### src/rtl/irq_pkg.sv
package irq_pkg;
  localparam int NSRC  = 5;
  localparam int IDX_W = 3;

  localparam logic [IDX_W-1:0] SRC_EXT0 = 3'd0;
  localparam logic [IDX_W-1:0] SRC_TMR0 = 3'd1;
  localparam logic [IDX_W-1:0] SRC_EXT1 = 3'd2;
  localparam logic [IDX_W-1:0] SRC_TMR1 = 3'd3;
  localparam logic [IDX_W-1:0] SRC_SER  = 3'd4;

  typedef struct packed {
    logic             valid;
    logic             lvl;
    logic [IDX_W-1:0] idx;
  } pick_t;
endpackage

### src/rtl/irq_src_flags.sv
module irq_src_flags #(
  parameter int NEXT = 2,
  parameter int NTMR = 2
) (
  input  logic            clk,
  input  logic            rst,
  input  logic [NEXT-1:0] ext_n,
  input  logic [NEXT-1:0] ext_type,
  input  logic [NTMR-1:0] tmr_ovf,
  input  logic [NEXT-1:0] clr_ext,
  input  logic [NTMR-1:0] clr_tmr,
  output logic [NEXT-1:0] ext_req,
  output logic [NEXT-1:0] ext_flag,
  output logic [NTMR-1:0] tmr_flag
);
  genvar g;

  for (g = 0; g < NEXT; g++) begin : g_ext
    logic pin_q, pin_prev, fall;

    always_ff @(posedge clk) begin
      if (rst) begin
        pin_q    <= 1'b1;
        pin_prev <= 1'b1;
      end else begin
        pin_q    <= ext_n[g];
        pin_prev <= pin_q;
      end
    end

    assign fall = pin_prev & ~pin_q;

    // a new edge outranks a clear in the same cycle
    always_ff @(posedge clk) begin
      if (rst) ext_flag[g] <= 1'b0;
      else     ext_flag[g] <= (ext_flag[g] & ~clr_ext[g]) | (fall & ext_type[g]);
    end

    assign ext_req[g] = ext_type[g] ? ext_flag[g] : ~pin_q;
  end

  for (g = 0; g < NTMR; g++) begin : g_tmr
    always_ff @(posedge clk) begin
      if (rst) tmr_flag[g] <= 1'b0;
      else     tmr_flag[g] <= (tmr_flag[g] & ~clr_tmr[g]) | tmr_ovf[g];
    end
  end
endmodule

### src/rtl/irq_pick.sv
module irq_pick
  import irq_pkg::*;
(
  input  logic [NSRC-1:0] elig,
  input  logic [NSRC-1:0] pri,
  input  logic [1:0]      in_svc,
  output pick_t           pick
);
  logic [1:0][NSRC-1:0]  grp;
  logic [1:0]            any;
  logic [1:0][IDX_W-1:0] first;

  assign grp[1] = elig & pri;
  assign grp[0] = elig & ~pri;

  genvar l;
  for (l = 0; l < 2; l++) begin : g_lvl
    always_comb begin
      any[l]   = |grp[l];
      first[l] = '0;
      for (int i = NSRC - 1; i >= 0; i--)
        if (grp[l][i]) first[l] = IDX_W'(i);
    end
  end

  always_comb begin
    pick = '0;
    if (any[1] && !in_svc[1]) begin
      pick.valid = 1'b1;
      pick.lvl   = 1'b1;
      pick.idx   = first[1];
    end else if (any[0] && in_svc == 2'b00) begin
      pick.valid = 1'b1;
      pick.lvl   = 1'b0;
      pick.idx   = first[0];
    end
  end
endmodule

### src/rtl/irq_level_track.sv
module irq_level_track (
  input  logic       clk,
  input  logic       rst,
  input  logic       take,
  input  logic       take_lvl,
  input  logic       ret,
  output logic [1:0] in_svc
);
  logic [1:0] nxt;

  always_comb begin
    nxt = in_svc;
    if (ret) begin
      if (in_svc[1]) nxt[1] = 1'b0;
      else           nxt[0] = 1'b0;
    end
    if (take) nxt[take_lvl] = 1'b1;
  end

  always_ff @(posedge clk) begin
    if (rst) in_svc <= 2'b00;
    else     in_svc <= nxt;
  end
endmodule

### src/rtl/irq_ctrl.sv
module irq_ctrl
  import irq_pkg::*;
#(
  parameter int VEC_W    = 16,
  parameter int VEC_BASE = 3,
  parameter int VEC_STEP = 8
) (
  input  logic             clk,
  input  logic             rst,
  input  logic [7:0]       en_reg,
  input  logic [NSRC-1:0]  pri_reg,
  input  logic [1:0]       ext_n,
  input  logic [1:0]       ext_type,
  input  logic [1:0]       tmr_ovf,
  input  logic             ser_rx,
  input  logic             ser_tx,
  input  logic             ack,
  input  logic             reti,
  output logic             irq_req,
  output logic [VEC_W-1:0] irq_vec,
  output logic [1:0]       in_svc,
  output logic [1:0]       tmr_flag,
  output logic [1:0]       ext_flag
);
  logic [1:0]       ext_req, clr_ext, clr_tmr;
  logic [NSRC-1:0]  pend, elig;
  pick_t            pick;
  logic             lvl_q, take;
  logic [IDX_W-1:0] idx_q;
  logic             unused_en;

  assign unused_en = ^en_reg[6:5];

  irq_src_flags #(.NEXT(2), .NTMR(2)) u_flags (
    .clk(clk), .rst(rst), .ext_n(ext_n), .ext_type(ext_type),
    .tmr_ovf(tmr_ovf), .clr_ext(clr_ext), .clr_tmr(clr_tmr),
    .ext_req(ext_req), .ext_flag(ext_flag), .tmr_flag(tmr_flag)
  );

  assign pend[SRC_EXT0] = ext_req[0];
  assign pend[SRC_TMR0] = tmr_flag[0];
  assign pend[SRC_EXT1] = ext_req[1];
  assign pend[SRC_TMR1] = tmr_flag[1];
  assign pend[SRC_SER]  = ser_rx | ser_tx;

  assign elig = en_reg[7] ? (pend & en_reg[NSRC-1:0]) : '0;

  irq_pick u_pick (.elig(elig), .pri(pri_reg), .in_svc(in_svc), .pick(pick));

  assign take = ack & irq_req;

  assign clr_tmr[0] = take && idx_q == SRC_TMR0;
  assign clr_tmr[1] = take && idx_q == SRC_TMR1;
  assign clr_ext[0] = take && idx_q == SRC_EXT0 && ext_type[0];
  assign clr_ext[1] = take && idx_q == SRC_EXT1 && ext_type[1];

  irq_level_track u_lvl (
    .clk(clk), .rst(rst), .take(take), .take_lvl(lvl_q),
    .ret(reti), .in_svc(in_svc)
  );

  // the taken request is dropped at once so a stale pick is never shown
  always_ff @(posedge clk) begin
    if (rst) begin
      irq_req <= 1'b0;
      irq_vec <= '0;
      lvl_q   <= 1'b0;
      idx_q   <= '0;
    end else begin
      irq_req <= take ? 1'b0 : pick.valid;
      irq_vec <= VEC_W'(VEC_BASE + VEC_STEP * int'(pick.idx));
      lvl_q   <= pick.lvl;
      idx_q   <= pick.idx;
    end
  end
endmodule

### config.mk
export PLATFORM = sky130hd
export DESIGN_NAME = irq_ctrl
export DESIGN_NICKNAME = d
export VERILOG_FILES = /design/src/rtl/irq_pkg.sv /design/src/rtl/irq_src_flags.sv /design/src/rtl/irq_pick.sv /design/src/rtl/irq_level_track.sv /design/src/rtl/irq_ctrl.sv
export SDC_FILE = /design/constraint.sdc
export NUM_CORES = 1
export LEC_CHECK = 0
export BUFFER_PORTS_ARGS = -buffer_cell sky130_fd_sc_hd__buf_2
export CAP_MARGIN = 20
export CORE_MARGIN = 10
export CORE_UTILIZATION = 45
export CTS_BUF_LIST = sky130_fd_sc_hd__clkbuf_4
export DETAILED_ROUTE_END_ITERATION = 16
export PLACE_DENSITY = 0.81
export SLEW_MARGIN = 20
export SYNTH_ARGS = -nofsm -noshare
export SYNTH_HDL_FRONTEND = slang
export SYNTH_SLANG_ARGS = --single-unit
export TNS_END_PERCENT = 20
### constraint.sdc
create_clock -name clk -period 1.85 [get_ports clk]
set_input_delay 0 -clock clk [delete_from_list [all_inputs] [get_ports clk]]
set_output_delay 0 -clock clk [all_outputs]
set_load 0.05 [all_outputs]
==> flow_summary.ini, run 1 <==
[status]
status = finished clean

[finish]
final_nets = 167
fillers = 175
drive_gt1_share_pct = 32.6
regArea_sq_um = 320
multi_input_area_sq_um = 495
area_growth_pct = 26.5
n_antenna_cell = 0
fin_cells = 166

[global_route]
use_met1_pct = 11.3
grt_pass1_vias = 841
grt_max_degree = 15
grt_usage_pct = 11.1
use_met2_pct = 19.2
antenna_found_initial = 0
grt_overflow = 0
grtUsageMet3_pct = 6.62
top_usage_layer = met2
grt_pass1_wl_um = 3820

[place]
dpl_worst_slack_ps = 325
place_inst = 155
finalWeightedCongestion = 0.743
io_buffers = 34
dp_hpwl_um = 1860

[detailed_routing]
detail_route.first_pass.iterations = 4
num_vias = 857
routed_wl_um = 2340
wl_per_cell_um = 14.1
routed_via_density = 5.16
ant_nets = 0
drc_errors = 0
drtIter0Drc = 8

[clocking]
cts_root_buffer = clkbuf_4
cts_max_path_buffers = 2
post_cts_resized = 0
clk_latency_ps = 280
cts_sinks = 16
numCtsBuffers = 3
cts.clk_slew.worst_paths_ps = 90
cts_tree = done
htreeDepth = 1

[synth]
yosysWarnings = 0
syn_area_sq_um = 883
synth_top_flop_cell = dfxtp_1
ys_seq_area_share_pct = 36.3
netlist-cell-type-count = 35
synthArstFlopShare_pct = 0
synthTopCellsByCount = 16 x dfxtp_1, 13 x buf_4, 13 x nor2_1
synthTopCellsByArea = dfxtp_1 36%, buf_4 11%, nor2_1 5.5%
syn_inst = 100
synth_top_area_share_pct = 36.3
synth_edf_count = 0
avgSynthCellArea_sq_um = 8.83
synth.largest_area_cell = dfxtp_1
synth-seq-cells = 16
yosysMostFrequentCell = dfxtp_1

[die]
core_area_sq_um = 1800
io-pin-count = 48
die_x_um = 64.3
die-area_sq_um = 4140
die_height_um = 64.3
num_rows = 15
start_util_pct = 49.0

[pwr]
p_per_area_nw_per_um2 = 706
power_leakage_nw = 0.533
ir_worst_vdd_mv = 0.479

[timing]
fmax_mhz = 640
setup_violations = 0
period_needed_ps = 1560
slew_viol_final = 0
hold_viol = 0
setup_slack_ps = 287
fin_skew_ps = 3.48
rsz0062_at_grt = no
fin_crit_sh_pct = 84.5
tns_ps = 0

[critical_path]
worst_setup_path_start_kind = input port
worstSetupPathType = input port to flip-flop
end_kind = flip-flop
worst_ep_required_time_ps = 2050
max_stage_delay_ps = 530
crit_chain = dlygate4sd3_1 > buf_2 > nor2b_4 > nor4b_4 > a41oi_2 > a41o_1 > a221oi_2
worstPathArrival_ps = 1770
critPathSlowestCell = dlygate4sd3_1
r2r_slack_ps = 320
path_max_fanout = 4

[hold_path]
holdCritPathClass = input port to flip-flop

[run]
maxCapViolCount = 0
cell usage in the layout, fill, tap and decap left out, types with 2 or more instances in the layout:
cell	count
nor2_1	13
conb_1	11
dlygate4sd3_1	7
or2_2	4
dfxtp_1	16
a21oi_1	6
nand3_1	5
clkbuf_4	3
nand3b_1	3
o41ai_1	3
nand2b_1	4
nand2_1	2
a41o_1	2
o21ai_0	4
nor4_1	2
nand4_1	2
buf_2	34
state kept, by name, summed over array words and instances, names as in the netlist:
| name | cells |
|---|---|
| idx_q | 3 |
| irq_req | 1 |
| irq_vec | 1 |
| lvl_q | 1 |
| u_flags.ext_flag | 2 |
| u_flags.g_ext.pin_prev | 2 |
| u_flags.g_ext.pin_q | 2 |
| u_flags.tmr_flag | 2 |
| u_lvl.in_svc | 2 |
cell families after synthesis:
logic type,count (synthesis),share of synthesized area [%]
buffers and inverters,15,11.9
muxes,1,1.13
other,1,0.425
DFF,16,36.3
and+or+nand+nor,46,32.0
AOI/OAI and AO/OA,21,18.3
final timing paths:
path,end,cells after the start,from
worst max-delay path,irq_req,7,ext_type[1]
worst min-delay path,u_flags.ext_flag[0],3,ext_type[0]
worst max register to register,irq_req,5,u_flags.g_ext[1].pin_q
worst min register to register,u_flags.g_ext[1].pin_prev,1,u_flags.g_ext[1].pin_q
repair_timing:
item,CTS,global route
hold buffers,6,1
hold endpoints to repair,6,1
buffers inserted,0,0
routing by layer:
metal | vias up | share of wire (%) | wire (um)
met3 | 2 | 9.6 | 224
met5 | - | 0 | 0
met1 | 400 | 43 | 999
met2 | 32 | 47 | 1100
li1 | 423 | - | -
met4 | 0 | 0.39 | 9
metrics by stage:
stage | power, mW | util, % | hold WS [ps] | area (sq um)
final | 0.789 | 62.0 | 17.7 | 1120
after global routing | 0.832 | 62.0 | 14.3 | 1120
after CTS | 0.790 | 61.5 | 6.06 | 1110
after detailed placement | 0.596 | 56.7 | 185 | 1020
after global placement | 0.591 | 56.7 | 181 | 1020
after floorplan | 0.560 | - | 89.2 | 921
report_power, final:
group / internal, mW / leakage [nW] / switching, mW / total [mW]
logic: 0.0671 / 0.386 / 0.155 / 0.222
clock network: 0.0783 / 0.0154 / 0.110 / 0.188
registers: 0.363 / 0.132 / 0.0165 / 0.379
final cells by class:
| type | count | area share (%) |
|---|---|---|
| Multi-Input combinational cell | 79 | 44.3 |
| Sequential cell | 16 | 28.7 |
| Timing Repair Buffer | 41 | 21.5 |
| Tap cell | 25 | 2.80 |
| Clock buffer | 3 | 2.02 |
| Clock inverter | 1 | 0.336 |
| Inverter | 1 | 0.336 |
critical path: cells and delay by family:
family / cells / cell delay (ps)
simple gates: 2 / 440
compound gates: 3 / 650
buf+inv: 2 / 670
Power figures use the tool's default switching activity.
==> run 2, diff against run 1 <==
Settings changed: ABC_AREA from default to 1, CORE_UTILIZATION 45 to 46, PLACE_DENSITY 0.81 to 0.79.
Clock period 1.85 ns to 1.6 ns, I/O delays scaled along.
==> flow_summary.ini, run 2 <==
[critical_path]
worstPathArrival_ps = 1470
worstSetupPathType = flip-flop to flip-flop
end_kind = flip-flop
worst_ep_required_time_ps = 1840
worst_setup_path_start_kind = flip-flop
rr_startpoint = u_lvl.in_svc[1]
crit_start = u_lvl.in_svc[1]
path_max_fanout = 6

[finish]
area_growth_pct = 24.5
final_nets = 201
fin_cells = 203
n_antenna_cell = 0
drive_gt1_share_pct = 36.6
fillers = 217
top_register = idx_q
final_cell_mix = 34 x buf_2, 27 x nand2_1, 16 x inv_1, 16 x dfxtp_1, 11 x conb_1
final_common_cell = buf_2
largest_reg_flops = 3

[detailed_routing]
drc_errors = 0
routed_wl_um = 2430
ant_nets = 0
routed_via_density = 4.56
num_vias = 925
drtIter0Drc = 21
wl_per_cell_um = 12.0
detail_route.first_pass.iterations = 4

[global_route]
grt_overflow = 0
grt_max_degree = 13
grt_pass1_vias = 951
grt_usage_pct = 10.9
antenna_found_initial = 0
grt_pass1_wl_um = 3930

[synth]
synthArstFlopShare_pct = 0
synth.largest_area_cell = dfxtp_1
synth-seq-cells = 16
yosysWarnings = 0
synth_top_flop_cell = dfxtp_1
synth_edf_count = 0
avgSynthCellArea_sq_um = 7.83
syn_inst = 132
synthTopCellsByArea = dfxtp_1 31%, nand2_1 9.8%, buf_4 8.7%
synthTopCellsByCount = 27 x nand2_1, 16 x dfxtp_1, 16 x inv_1
syn_area_sq_um = 1030
synth_top_area_share_pct = 31.0
yosysMostFrequentCell = nand2_1
netlist-cell-type-count = 29
ys_seq_area_share_pct = 31.0

[timing]
tns_ps = 0
fin_crit_sh_pct = 77.3
fmax_mhz = 809
period_needed_ps = 1240
rsz0062_at_grt = no
slew_viol_final = 0
hold_viol = 0
setup_violations = 0
fin_skew_ps = 4.58

[clocking]
cts_tree = done
cts.clk_slew.worst_paths_ps = 90
post_cts_resized = 0
cts_root_buffer = clkbuf_4
clk_latency_ps = 290
htreeDepth = 1
cts_sinks = 16
numCtsBuffers = 3
cts_max_path_buffers = 2

[place]
finalWeightedCongestion = 0.802
dp_hpwl_um = 2010
place_inst = 190
io_buffers = 34

[die]
num_rows = 17
die-area_sq_um = 4540
core_area_sq_um = 2170
io-pin-count = 48
start_util_pct = 47.6
die_x_um = 67.4
die_height_um = 67.4

[pwr]
power_leakage_nw = 0.672
p_per_area_nw_per_um2 = 745
ir_worst_vdd_mv = 0.752

[status]
status = finished clean

[hold_path]
holdCritPathClass = input port to flip-flop
worstHoldStart = ack

[run]
maxCapViolCount = 0
run 2: cell count changes after synthesis, sizes merged, moves of 3 or more:
cell,change
nand4,+8
nand3,+3
nand2,+28
inv,+18
o41ai,-3
nand2b,-4
run 2: worst max-delay path, stage by stage, from the launching register on:
cell and delay, ps:
dfxtp_1 440, nand2_1 80, a21oi_1 130, dlygate4sd3_1 540
run 2: area by class of cell:
class                      instances  area, sq um  share of cell area [%]
inverter                          19         76.3                    5.93
timing repair buffer              43          260                    20.2
tap                               28         35.0                    2.72
clock inverter                     1         3.75                   0.292
sequential                        16          320                    24.9
multi-input combinational         93          568                    44.2
clock buffer                       3         22.5                    1.75
run 2: path summary, 6_finish.rpt:
kind / slack, ps / to / cells past startpoint
setup / recovery: 360 / u_lvl.in_svc[1] / 3
hold / removal: 50 / irq_req / 4
setup reg to reg: 360 / u_lvl.in_svc[1] / 3
hold reg to reg: 470 / u_flags.ext_flag[1] / 2
run 2: layer usage:
metal	up-vias	GRT usage, %	routed length (um)	part of all wire, %
met5	-	0	0	0
met4	0	1.54	5	0.21
met3	2	5.29	266	11
met2	30	21.7	1310	54
met1	413	9.90	848	35
li1	480	-	-	-
run 2: where the power goes:
group,internal (mW),switching (mW),leakage [nW]
Clock,0.0908,0.129,0.0154
Sequential,0.421,0.0163,0.132
Combinational,0.0865,0.215,0.524
run 2: what timing repair did:
item	in CTS	in global routing
buffers inserted	0	0
endpoints found under the hold margin	8	0
hold buffers	9	0
run 2: cells by family after synthesis:
group / share of synthesized area, %
DFF: 31.0
AOI/OAI and AO/OA: 7.14
buffers and inverters: 17.7
and+or+nand+nor: 43.8
other: 0.363
run 2: through the flow:
step | hold slack, ps | utilization (%) | instance area (sq um) | power [mW] | setup slack (ps)
floorplan | 104 | - | 1070 | 0.687 | 162
global placement | 185 | 53.9 | 1170 | 0.726 | 467
detailed placement | 186 | 53.9 | 1170 | 0.733 | 431
CTS | 45.6 | 59.3 | 1290 | 0.960 | 368
global route | 61.6 | 59.3 | 1290 | 1.01 | 255
finish | 45.5 | 59.3 | 1290 | 0.958 | 363
==> run 3, diff against run 2 <==
Settings changed: ABC_AREA 1 to 0, CORE_UTILIZATION 46 to 45, PLACE_DENSITY 0.79 to 0.81.
Clock period 1.6 ns to 1.2 ns, I/O delays scaled along.
==> flow_summary.ini, run 3 (same netlist as run 1, synthesis figures left out) <==
[finish]
final_cell_mix = 34 x buf_2, 13 x nor2_1, 11 x conb_1
drive_gt1_share_pct = 44.8
area_growth_pct = 35.8
top_register = idx_q
n_antenna_cell = 0
largest_reg_flops = 3
final_nets = 171
final_common_cell = buf_2

[critical_path]
crit_chain = nor2b_4 > nor4b_4 > a41oi_2 > a41o_1 > a221oi_2
worst_setup_path_start_kind = flip-flop
path_max_fanout = 4
max_stage_delay_ps = 350
worstPathArrival_ps = 1630
worst_ep_required_time_ps = 1400
critPathSlowestCell = dfxtp_2
path_buf_inv = 0
worstSetupPathType = flip-flop to flip-flop
cp_top_family = compound AO/OA/AOI/OAI gates
end_kind = flip-flop

[clocking]
htreeDepth = 1
cts_tree = done
cts_max_path_buffers = 2
cts_setup_buffers = 0
cts_root_buffer = clkbuf_4
clk_latency_ps = 280
cts_sinks = 16
cts.clk_slew.worst_paths_ps = 90
numCtsBuffers = 3

[hold_path]
holdCritPathClass = input port to flip-flop

[die]
die-area_sq_um = 4140
die_height_um = 64.3
core_area_sq_um = 1800
die_x_um = 64.3
num_rows = 15
start_util_pct = 49.0
io-pin-count = 48

[global_route]
antenna_found_initial = 0
grt_pass1_vias = 922
grt_usage_pct = 12.2
grt_pass1_wl_um = 4240
grt_overflow = 0
grt_max_degree = 15

[place]
finalWeightedCongestion = 0.832
dp_hpwl_um = 2020
dpl_worst_slack_ps = -257
io_buffers = 34

[detailed_routing]
drtIter0Drc = 23
wl_per_cell_um = 15.1
ant_nets = 0
drc_errors = 0
routed_wl_um = 2570
routed_via_density = 5.02
num_vias = 853
detail_route.first_pass.iterations = 4

[status]
violations = setup timing
status = complete, but fails checks

[pwr]
power_leakage_nw = 0.572
p_per_area_nw_per_um2 = 1030
ir_worst_vdd_mv = 0.601

[run]
maxCapViolCount = 0

[timing]
fin_skew_ps = 2.44
fin_crit_sh_pct = 119
period_needed_ps = 1430
rsz0062_at_grt = yes
fmax_mhz = 699
setup_violations = 5
hold_viol = 0
slew_viol_final = 0
setup_slack_ps = -230
tns_ps = -943
## run 3: where the power goes
part           internal [mW]  switching, mW
clock network          0.121          0.165
logic                  0.117          0.250
registers              0.560         0.0266
## run 3: metrics by stage
| step | hold slack (ps) | utilization, % | power (mW) | std cells | area (sq um) |
|---|---|---|---|---|---|
| detailed placement | 190 | 60.1 | 0.938 | 161 | 1080 |
| CTS | 4.00 | 65.6 | 1.24 | 170 | 1180 |
| global route | 13.1 | 66.6 | 1.31 | 170 | 1200 |
| finish | 1.25 | 66.6 | 1.24 | 170 | 1200 |
| floorplan | 86.3 | - | 0.867 | 110 | 937 |
| global placement | 182 | 60.1 | 0.930 | 161 | 1080 |
## run 3: layout make-up
| cell class | count | area, sq um |
|---|---|---|
| Timing Repair Buffer | 45 | 265 |
| Sequential cell | 16 | 330 |
| Clock buffer | 3 | 22.5 |
| Clock inverter | 1 | 3.75 |
| Inverter | 1 | 3.75 |
| Multi-Input combinational cell | 79 | 543 |
| Tap cell | 25 | 31.3 |
| Fill cell | 169 | 602 |
## run 3: repair_timing
action,CTS,global route
gates resized for setup,5,3
setup endpoints to repair,5,6
pin swaps,0,1
hold buffers,5,0
hold endpoints to repair,5,0
## run 3: worst paths after layout
path / start / end / slack, ps / cells after the start
min reg2reg: u_flags.g_ext[0].pin_q / u_flags.g_ext[0].pin_prev / 460 / 1
max: u_flags.g_ext[1].pin_q / irq_req / -230 / 5
max reg2reg: u_flags.g_ext[1].pin_q / irq_req / -230 / 5
min: reti / u_lvl.in_svc[1] / 1 / 3
## run 3: per-layer routing
layer	vias up	share of wire, %	track usage, %
met2	35	49	22.2
met1	379	40	12.6
met5	-	0	0
met4	0	1.6	4.01
met3	6	9.3	4.70
li1	433	-	-
## run 3: worst register-to-register path, cell delays in order (launching register included)
cell and delay [ps]:
dfxtp_2 350, nor2b_4 140, nor4b_4 290, a41oi_2 80, a41o_1 270, a221oi_2 220
